## src/rtl/opc_pkg.sv

```systemverilog
package opc_pkg;
    localparam int TEMP_W = 3;
    localparam int CUR_W  = 2;
    localparam int IDX_W  = 1 + TEMP_W + CUR_W;
    localparam int DEPTH  = 1 << IDX_W;
    localparam int VRM_W  = 8;
    localparam int NB_W   = 4;
    localparam int PB_W   = 5;
    localparam int PLL_W  = 2;
    localparam int DIV_W  = 4;
    localparam int FQ_W   = PLL_W + DIV_W;
    localparam int TMR_W  = 12;

    typedef struct packed {
        logic [VRM_W-1:0] vrm;
        logic [NB_W-1:0]  nb;
        logic [PB_W-1:0]  pb;
        logic [FQ_W-1:0]  fq;
    } op_point_t;

    localparam int ENT_W = $bits(op_point_t);

    typedef enum logic [1:0] {
        ST_IDLE,
        ST_UP_SETTLE,
        ST_DN_SETTLE
    } seq_st_e;
endpackage

```

## src/rtl/opc_hyst.sv

```systemverilog
module opc_hyst #(
    parameter int W   = 3,
    parameter int T_W = 12
) (
    input  logic           clk,
    input  logic           rst_n,
    input  logic [W-1:0]   raw_i,
    input  logic [T_W-1:0] dwell_i,
    output logic [W-1:0]   code_o
);
    logic [W-1:0]   acc_q;
    logic [W-1:0]   cand_q;
    logic [T_W-1:0] cnt_q;

    always_ff @(posedge clk or negedge rst_n) begin
        if (!rst_n) begin
            acc_q  <= '0;
            cand_q <= '0;
            cnt_q  <= '0;
        end else if (raw_i == acc_q) begin
            cand_q <= acc_q;
            cnt_q  <= '0;
        end else if (raw_i != cand_q) begin
            cand_q <= raw_i;
            cnt_q  <= '0;
        end else if (cnt_q == dwell_i) begin
            acc_q  <= raw_i;
            cnt_q  <= '0;
        end else begin
            cnt_q  <= cnt_q + 1'b1;
        end
    end

    assign code_o = acc_q;
endmodule

```

## src/rtl/opc_table.sv

```systemverilog
module opc_table
    import opc_pkg::*;
#(
    parameter int A_W = IDX_W,
    parameter int N   = DEPTH
) (
    input  logic           clk,
    input  logic           rst_n,
    input  logic           we_i,
    input  logic [A_W-1:0] waddr_i,
    input  op_point_t      wdata_i,
    input  logic [A_W-1:0] raddr_i,
    output op_point_t      rdata_o
);
    op_point_t rows [N];

    for (genvar g = 0; g < N; g++) begin : g_row
        always_ff @(posedge clk or negedge rst_n) begin
            if (!rst_n) begin
                rows[g] <= '0;
            end else if (we_i && (waddr_i == A_W'(g))) begin
                rows[g] <= wdata_i;
            end
        end
    end

    assign rdata_o = rows[raddr_i];
endmodule

```

## src/rtl/opc_seq.sv

```systemverilog
module opc_seq
    import opc_pkg::*;
(
    input  logic             clk,
    input  logic             rst_n,
    input  logic [IDX_W-1:0] idx_i,
    input  op_point_t        row_i,
    input  logic             droop_i,
    input  logic [TMR_W-1:0] settle_i,
    output logic [VRM_W-1:0] vrm_o,
    output logic [NB_W-1:0]  nb_o,
    output logic [PB_W-1:0]  pb_o,
    output logic [FQ_W-1:0]  fq_o,
    output logic             upd_o,
    output logic             busy_o
);
    seq_st_e          st_q, st_d;
    op_point_t        tgt_q;
    logic [IDX_W-1:0] app_q;
    logic [TMR_W-1:0] tmr_q;
    logic             droop_q;
    logic             droop_rise;
    logic             idx_new;
    logic             go_up;

    assign droop_rise = droop_i & ~droop_q;
    assign idx_new    = (idx_i != app_q);
    assign go_up      = (row_i.fq > fq_o);

    always_ff @(posedge clk or negedge rst_n) begin
        if (!rst_n) st_q <= ST_IDLE;
        else        st_q <= st_d;
    end

    always_comb begin
        st_d = st_q;
        if (droop_rise) begin
            st_d = ST_DN_SETTLE;
        end else begin
            unique case (st_q)
                ST_IDLE: begin
                    if (idx_new) st_d = go_up ? ST_UP_SETTLE : ST_DN_SETTLE;
                end
                ST_UP_SETTLE: begin
                    if (tmr_q == '0) st_d = ST_IDLE;
                end
                ST_DN_SETTLE: begin
                    if (tmr_q == '0) st_d = ST_IDLE;
                end
                default: st_d = ST_IDLE;
            endcase
        end
    end

    always_ff @(posedge clk or negedge rst_n) begin
        if (!rst_n) begin
            tgt_q   <= '0;
            app_q   <= '0;
            tmr_q   <= '0;
            droop_q <= 1'b0;
            vrm_o   <= '0;
            nb_o    <= '0;
            pb_o    <= '0;
            fq_o    <= '0;
            upd_o   <= 1'b0;
        end else begin
            droop_q <= droop_i;
            upd_o   <= 1'b0;
            if (droop_rise) begin
                tgt_q <= row_i;
                app_q <= idx_i;
                tmr_q <= settle_i;
                fq_o  <= row_i.fq;
                upd_o <= 1'b1;
            end else begin
                unique case (st_q)
                    ST_IDLE: begin
                        if (idx_new) begin
                            tgt_q <= row_i;
                            app_q <= idx_i;
                            tmr_q <= settle_i;
                            if (go_up) begin
                                vrm_o <= row_i.vrm;
                                nb_o  <= row_i.nb;
                                pb_o  <= row_i.pb;
                            end else begin
                                fq_o  <= row_i.fq;
                                upd_o <= 1'b1;
                            end
                        end
                    end
                    ST_UP_SETTLE: begin
                        if (tmr_q == '0) begin
                            fq_o  <= tgt_q.fq;
                            upd_o <= 1'b1;
                        end else begin
                            tmr_q <= tmr_q - 1'b1;
                        end
                    end
                    ST_DN_SETTLE: begin
                        if (tmr_q == '0) begin
                            vrm_o <= tgt_q.vrm;
                            nb_o  <= tgt_q.nb;
                            pb_o  <= tgt_q.pb;
                        end else begin
                            tmr_q <= tmr_q - 1'b1;
                        end
                    end
                    default: ;
                endcase
            end
        end
    end

    assign busy_o = (st_q != ST_IDLE);
endmodule

```

## src/rtl/opt_point_ctrl.sv

```systemverilog
module opt_point_ctrl
    import opc_pkg::*;
#(
    parameter int RST_SETTLE = 8,
    parameter int RST_DWELL  = 3
) (
    input  logic              clk,
    input  logic              rst_n,
    input  logic [TEMP_W-1:0] temp_code_i,
    input  logic [CUR_W-1:0]  cur_code_i,
    input  logic              droop_i,
    input  logic              cfg_we_i,
    input  logic [IDX_W:0]    cfg_addr_i,
    input  logic [ENT_W-1:0]  cfg_wdata_i,
    output logic [VRM_W-1:0]  vrm_code_o,
    output logic [NB_W-1:0]   nbias_o,
    output logic [PB_W-1:0]   pbias_o,
    output logic [PLL_W-1:0]  clk_pll_o,
    output logic [DIV_W-1:0]  clk_div_o,
    output logic              clk_upd_o,
    output logic              busy_o
);
    localparam logic [IDX_W:0] A_SETTLE = (IDX_W+1)'(1 << IDX_W);
    localparam logic [IDX_W:0] A_DWELL  = (IDX_W+1)'((1 << IDX_W) + 1);

    logic [TMR_W-1:0]  settle_q;
    logic [TMR_W-1:0]  dwell_q;
    logic [TEMP_W-1:0] temp_f;
    logic [CUR_W-1:0]  cur_f;
    logic [IDX_W-1:0]  idx;
    logic              row_we;
    op_point_t         row;
    logic [FQ_W-1:0]   fq;

    always_ff @(posedge clk or negedge rst_n) begin
        if (!rst_n) begin
            settle_q <= TMR_W'(RST_SETTLE);
            dwell_q  <= TMR_W'(RST_DWELL);
        end else if (cfg_we_i) begin
            if (cfg_addr_i == A_SETTLE) settle_q <= cfg_wdata_i[TMR_W-1:0];
            if (cfg_addr_i == A_DWELL)  dwell_q  <= cfg_wdata_i[TMR_W-1:0];
        end
    end

    assign row_we = cfg_we_i & ~cfg_addr_i[IDX_W];

    opc_hyst #(.W(TEMP_W), .T_W(TMR_W)) u_temp_filt (
        .clk(clk), .rst_n(rst_n), .raw_i(temp_code_i), .dwell_i(dwell_q), .code_o(temp_f)
    );

    opc_hyst #(.W(CUR_W), .T_W(TMR_W)) u_cur_filt (
        .clk(clk), .rst_n(rst_n), .raw_i(cur_code_i), .dwell_i(dwell_q), .code_o(cur_f)
    );

    assign idx = {droop_i, temp_f, cur_f};

    opc_table #(.A_W(IDX_W), .N(DEPTH)) u_table (
        .clk(clk), .rst_n(rst_n), .we_i(row_we), .waddr_i(cfg_addr_i[IDX_W-1:0]),
        .wdata_i(op_point_t'(cfg_wdata_i)), .raddr_i(idx), .rdata_o(row)
    );

    opc_seq u_seq (
        .clk(clk), .rst_n(rst_n), .idx_i(idx), .row_i(row), .droop_i(droop_i),
        .settle_i(settle_q), .vrm_o(vrm_code_o), .nb_o(nbias_o), .pb_o(pbias_o),
        .fq_o(fq), .upd_o(clk_upd_o), .busy_o(busy_o)
    );

    assign clk_pll_o = fq[FQ_W-1:DIV_W];
    assign clk_div_o = fq[DIV_W-1:0];
endmodule

```

## config.mk

```make
export PLATFORM = sky130hd
export DESIGN_NAME = opt_point_ctrl
export DESIGN_NICKNAME = d
export VERILOG_FILES = /design/src/rtl/opc_pkg.sv /design/src/rtl/opc_hyst.sv /design/src/rtl/opc_table.sv /design/src/rtl/opc_seq.sv /design/src/rtl/opt_point_ctrl.sv
export SDC_FILE = /design/constraint.sdc
export NUM_CORES = 2
export LEC_CHECK = 0
export ABC_AREA = 0
export CAP_MARGIN = 20
export CORE_ASPECT_RATIO = 0.7
export CORE_MARGIN = 2
export CORE_UTILIZATION = 23
export CTS_CLUSTER_SIZE = 20
export DETAILED_ROUTE_END_ITERATION = 8
export DONT_BUFFER_PORTS = 1
export PLACE_DENSITY_LB_ADDON = 0.1
export SYNTH_ARGS = -nofsm -noshare
export SYNTH_HDL_FRONTEND = slang
export SYNTH_HIERARCHICAL = 1
export SYNTH_SLANG_ARGS = --single-unit
```

## constraint.sdc

```tcl
create_clock -name clk -period 10.3 [get_ports clk]
set_clock_uncertainty 0.1 [all_clocks]
set_input_delay 1.545 -clock clk [delete_from_list [all_inputs] [get_ports clk]]
set_output_delay 1.545 -clock clk [all_outputs]
set_load 0.1 [all_outputs]
```

==> summary.txt <==
Setup path
  – Critical Path AT: 6.77 ns
  – R2R Path Start: u_cur_filt/code_o[1]
  – Max stage delay cell, worst path: or2_4
  – CP delay by family, top: simple AND/OR/NAND/NOR gates
  – Worst-case reg-to-reg path depth: 13
  – Worst Path Max Fanout: 38
  – CP cell instances: buf_4 -> or2_4 -> buf_4 -> o22ai_1 -> nor3_1 -> a211oi_1 -> nor3_1 -> ha_1 -> a21oi_1 -> o21ai_0 -> o31ai_1 -> a211o_2 -> mux2_2
  – CP required: 10.91 ns
  – Worst R2R End: u_seq/vrm_o[5]
  – Worst Path Buf+Inv: 2
  – Crit-path max cell delay: 0.73 ns
  – Crit path kind: flip-flop to flip-flop
  – Worst Setup End Kind: flip-flop
  – Startpoint types: flip-flop
  – R2R Setup Slk: 4.14 ns

CTS
  – Post-CTS sizing: 0
  – H-tree level count: 4
  – Clock latency on the worst-skew pair: 0.88 ns
  – Clock tree sinks: 1598
  – Worst-path clk slew: 0.06 ns
  – CTS Buffer Depth: 4
  – CTS buffer count: 187
  – CTS Root Cell: clkbuf_16
  – Setup Fix Bufs, Post-CTS: 0
  – Cts hold-fix bufs: 0
  – TritonCTS clock tree: built

Global route
  – Global-route wire length before repair: 365000 µm
  – Largest net degree at the start of global routing: 246
  – Initial antenna violation count: 26
  – Grt ovf: 0
  – Gr usage total: 15.7%
  – Vias in the first global route: 44300

Logic synthesis
  – Post-Synthesis Cell Area: 0.0740 mm²
  – Synth Instances: 4920
  – Ys async rst share: 100%
  – Top FF cell, synth: dfrtp_1
  – Register bit total from synthesis: 1598
  – Sequential share of the synthesized area: 54.0%
  – Synthesized area per cell: 15.0 µm²
  – Yosys cell types: 68
  – Yosys warns: 6
  – Syn Nets: 4972
  – Number of flops mapped to enable cells by yosys: 0

Flow run
  – Max cap viols: 0

Placement
  – Post-DP Area: 0.0787 mm²
  – RePlAce Congestion: 0.769
  – Worst slack at placement: 4.18 ns
  – Hpwl dp: 150000 µm
  – Cells after DPL: 8885
  – Buffers on Ports: 0

Layout
  – Layout net count: 4821
  – Final core occ: 26.4%
  – Non-filler cells, final: 9224
  – Synth-to-Final Area Change: 14.5%
  – Fillers: 32600
  – Share of layout cells above drive strength 1: 49.9%
  – Design area: 0.0848 mm²

Floorplanning
  – Die width: 682 µm
  – Starting Density: 23.1%
  – Die area: 0.327 mm²
  – Core area: 0.321 mm²
  – Floorplan row count: 174
  – Die height: 479 µm
  – IO Count: 64

STA
  – Period utilization: 59.8%
  – Max-Slew Margin vs Limit: 10.5%
  – RSZ-0062 raised after global routing: no
  – Fin crit period: 6.16 ns
  – Final setup violation count: 0
  – Final WS setup: 4.14 ns
  – Worst Tran Pin Value: 1.34 ns
  – Pins Over Slew Limit: 0
  – Final hold violations: 0
  – Maximum clock frequency: 0.162 GHz
  – Final TNS setup: 0 ns

Power and ir drop
  – Pwr Density: 232 mW/mm²
  – P_sw: 6.70 mW
  – Reg power frac: 38.9%
  – Worst vdd ir: 0.000175 V
  – Clock power share: 34.1%
  – Combinational power share: 27.1%
  – Pint: 13.0 mW
  – Switch share: 34.1%
  – Leakage: 39.0 nW

Drt
  – Residual DRC count: 0
  – WL/cell: 28.0 µm
  – Routed vias: 42200
  – Drt first-iter violations: 2393
  – First-pass detailed-route iteration total: 5
  – Drt total wl: 258000 µm
  – Avg Vias per Cell: 4.57
  – Antenna viol nets, final: 0

Run status
  – Status: finished clean

Worst hold path
  – Hold Path Class: primary input to asynchronous set/reset pin
==> synth_stat cells, types with 57 or more instances <==
cell type	n	share of area, %
mux2_2	1655	25
nand2_1	69	0.35
mux2i_1	94	1.3
buf_1	102	0.52
o22ai_1	75	0.63
nor3_1	85	0.57
dfrtp_1	1595	54
buf_2	123	0.83
o21ai_0	57	0.39
nor2_1	70	0.35
mux4_2	274	8.3
clkbuf_1	189	0.96
==> registers in the layout, summed over array words and instances, names as in the netlist, 4 cells and up <==
name and flops:
dwell_q 12, u_seq/app_q 6, u_temp_filt/cnt_q 12, u_seq/vrm_o 8
u_cur_filt/cnt_q 12, u_seq/fq_o 6, u_seq/tmr_q 12, u_seq/pb_o 5
u_seq/tgt_q 23, u_table/rows 1472, u_seq/nb_o 4, settle_q 12
==> how the worst max path moves through the flow <==
stage                              start             end  cells after the start
floorplan                        droop_i   u_seq/fq_o[0]                     13
detailed placement  u_cur_filt/code_o[1]  u_seq/vrm_o[5]                     13
finish              u_cur_filt/code_o[1]  u_seq/vrm_o[5]                     13
global route        u_cur_filt/code_o[1]   u_seq/nb_o[0]                     13
global placement    u_cur_filt/code_o[1]   u_seq/nb_o[0]                     13
CTS                 u_cur_filt/code_o[1]  u_seq/vrm_o[5]                     13
==> worst reg2reg max path, stage by stage, from the launching register on <==
cell	delay, ns
dfrtp_4	0.72
buf_4	0.61
or2_4	0.73
buf_4	0.47
o22ai_1	0.13
nor3_1	0.48
a211oi_1	0.15
nor3_1	0.47
ha_1	0.35
a21oi_1	0.13
o21ai_0	0.21
o31ai_1	0.25
a211o_2	0.73
mux2_2	0.49
==> per-layer routing <==
layer	vias up	track usage (%)	part of all wire [%]
li1	17900	-	-
met1	23300	24.8	53
met2	679	21.6	40
met3	292	3.07	4.2
met4	2	3.57	2.2
met5	-	0	0.0046
==> power by group through the flow <==
stage	clock network [mW]	logic (mW)	registers [mW]
after global placement	0	5.36	7.77
after CTS	6.97	5.43	7.65
after global routing	7.24	5.68	7.73
after detailed placement	0	5.42	7.76
after floorplan	0	3.63	7.55
final	6.70	5.33	7.64
==> placed cells by master, fill, tap and decap left out, drive strengths merged, types with 18 or more instances in the layout <==
cell type | netlist | layout
xor2 | 32 | 32
clkbuf | 190 | 297
mux4 | 294 | 294
buf | 275 | 125
mux2 | 1744 | 1744
dfrtp | 1595 | 1595
inv | 17 | 20
o22ai | 75 | 75
o21ai | 58 | 58
mux2i | 94 | 94
a211oi | 55 | 55
xnor2 | 26 | 26
nor3 | 85 | 85
nor2 | 75 | 75
a21oi | 32 | 32
nand3 | 18 | 18
nand2 | 69 | 69
nor2b | 56 | 56
==> cells by family (layout without fill, tap and decap cells) <==
logic type	after synthesis	after routing	share of synthesized area, %
AND/OR/NAND/NOR	376	376	2.70
XOR/XNOR	58	58	0.696
AO/OA/AOI/OAI	261	261	2.32
flip-flops	1598	1598	54.0
multiplexers	2132	2132	37.0
adder cells (fa/ha/maj)	13	13	0.220
other	0	12	0
buffers and inverters	482	462	3.05
==> cell type report <==
| class | count | area, µm² | share of cell area (%) |
|---|---|---|---|
| sequential | 1598 | 40000 | 47.2 |
| multi-input combinational | 2840 | 32100 | 37.8 |
| clock buffer | 297 | 5680 | 6.69 |
| tap | 4312 | 5400 | 6.36 |
| timing repair buffer | 125 | 1290 | 1.53 |
| clock inverter | 23 | 277 | 0.326 |
| inverter | 17 | 63.8 | 0.0752 |
| antenna | 12 | 30.0 | 0.0354 |
==> stage by stage <==
| stage | hold WS [ns] | power [mW] |
|---|---|---|
| 3_5_place_dp | 0.372 | 13.2 |
| 6_report | 0.274 | 19.7 |
| 4_1_cts | 0.194 | 20.0 |
| 3_3_place_gp | 0.363 | 13.1 |
| 5_1_grt | 0.218 | 20.6 |
| 2_1_floorplan | 0.349 | 11.2 |
Note: power is estimated with default switching activity, not from simulation.
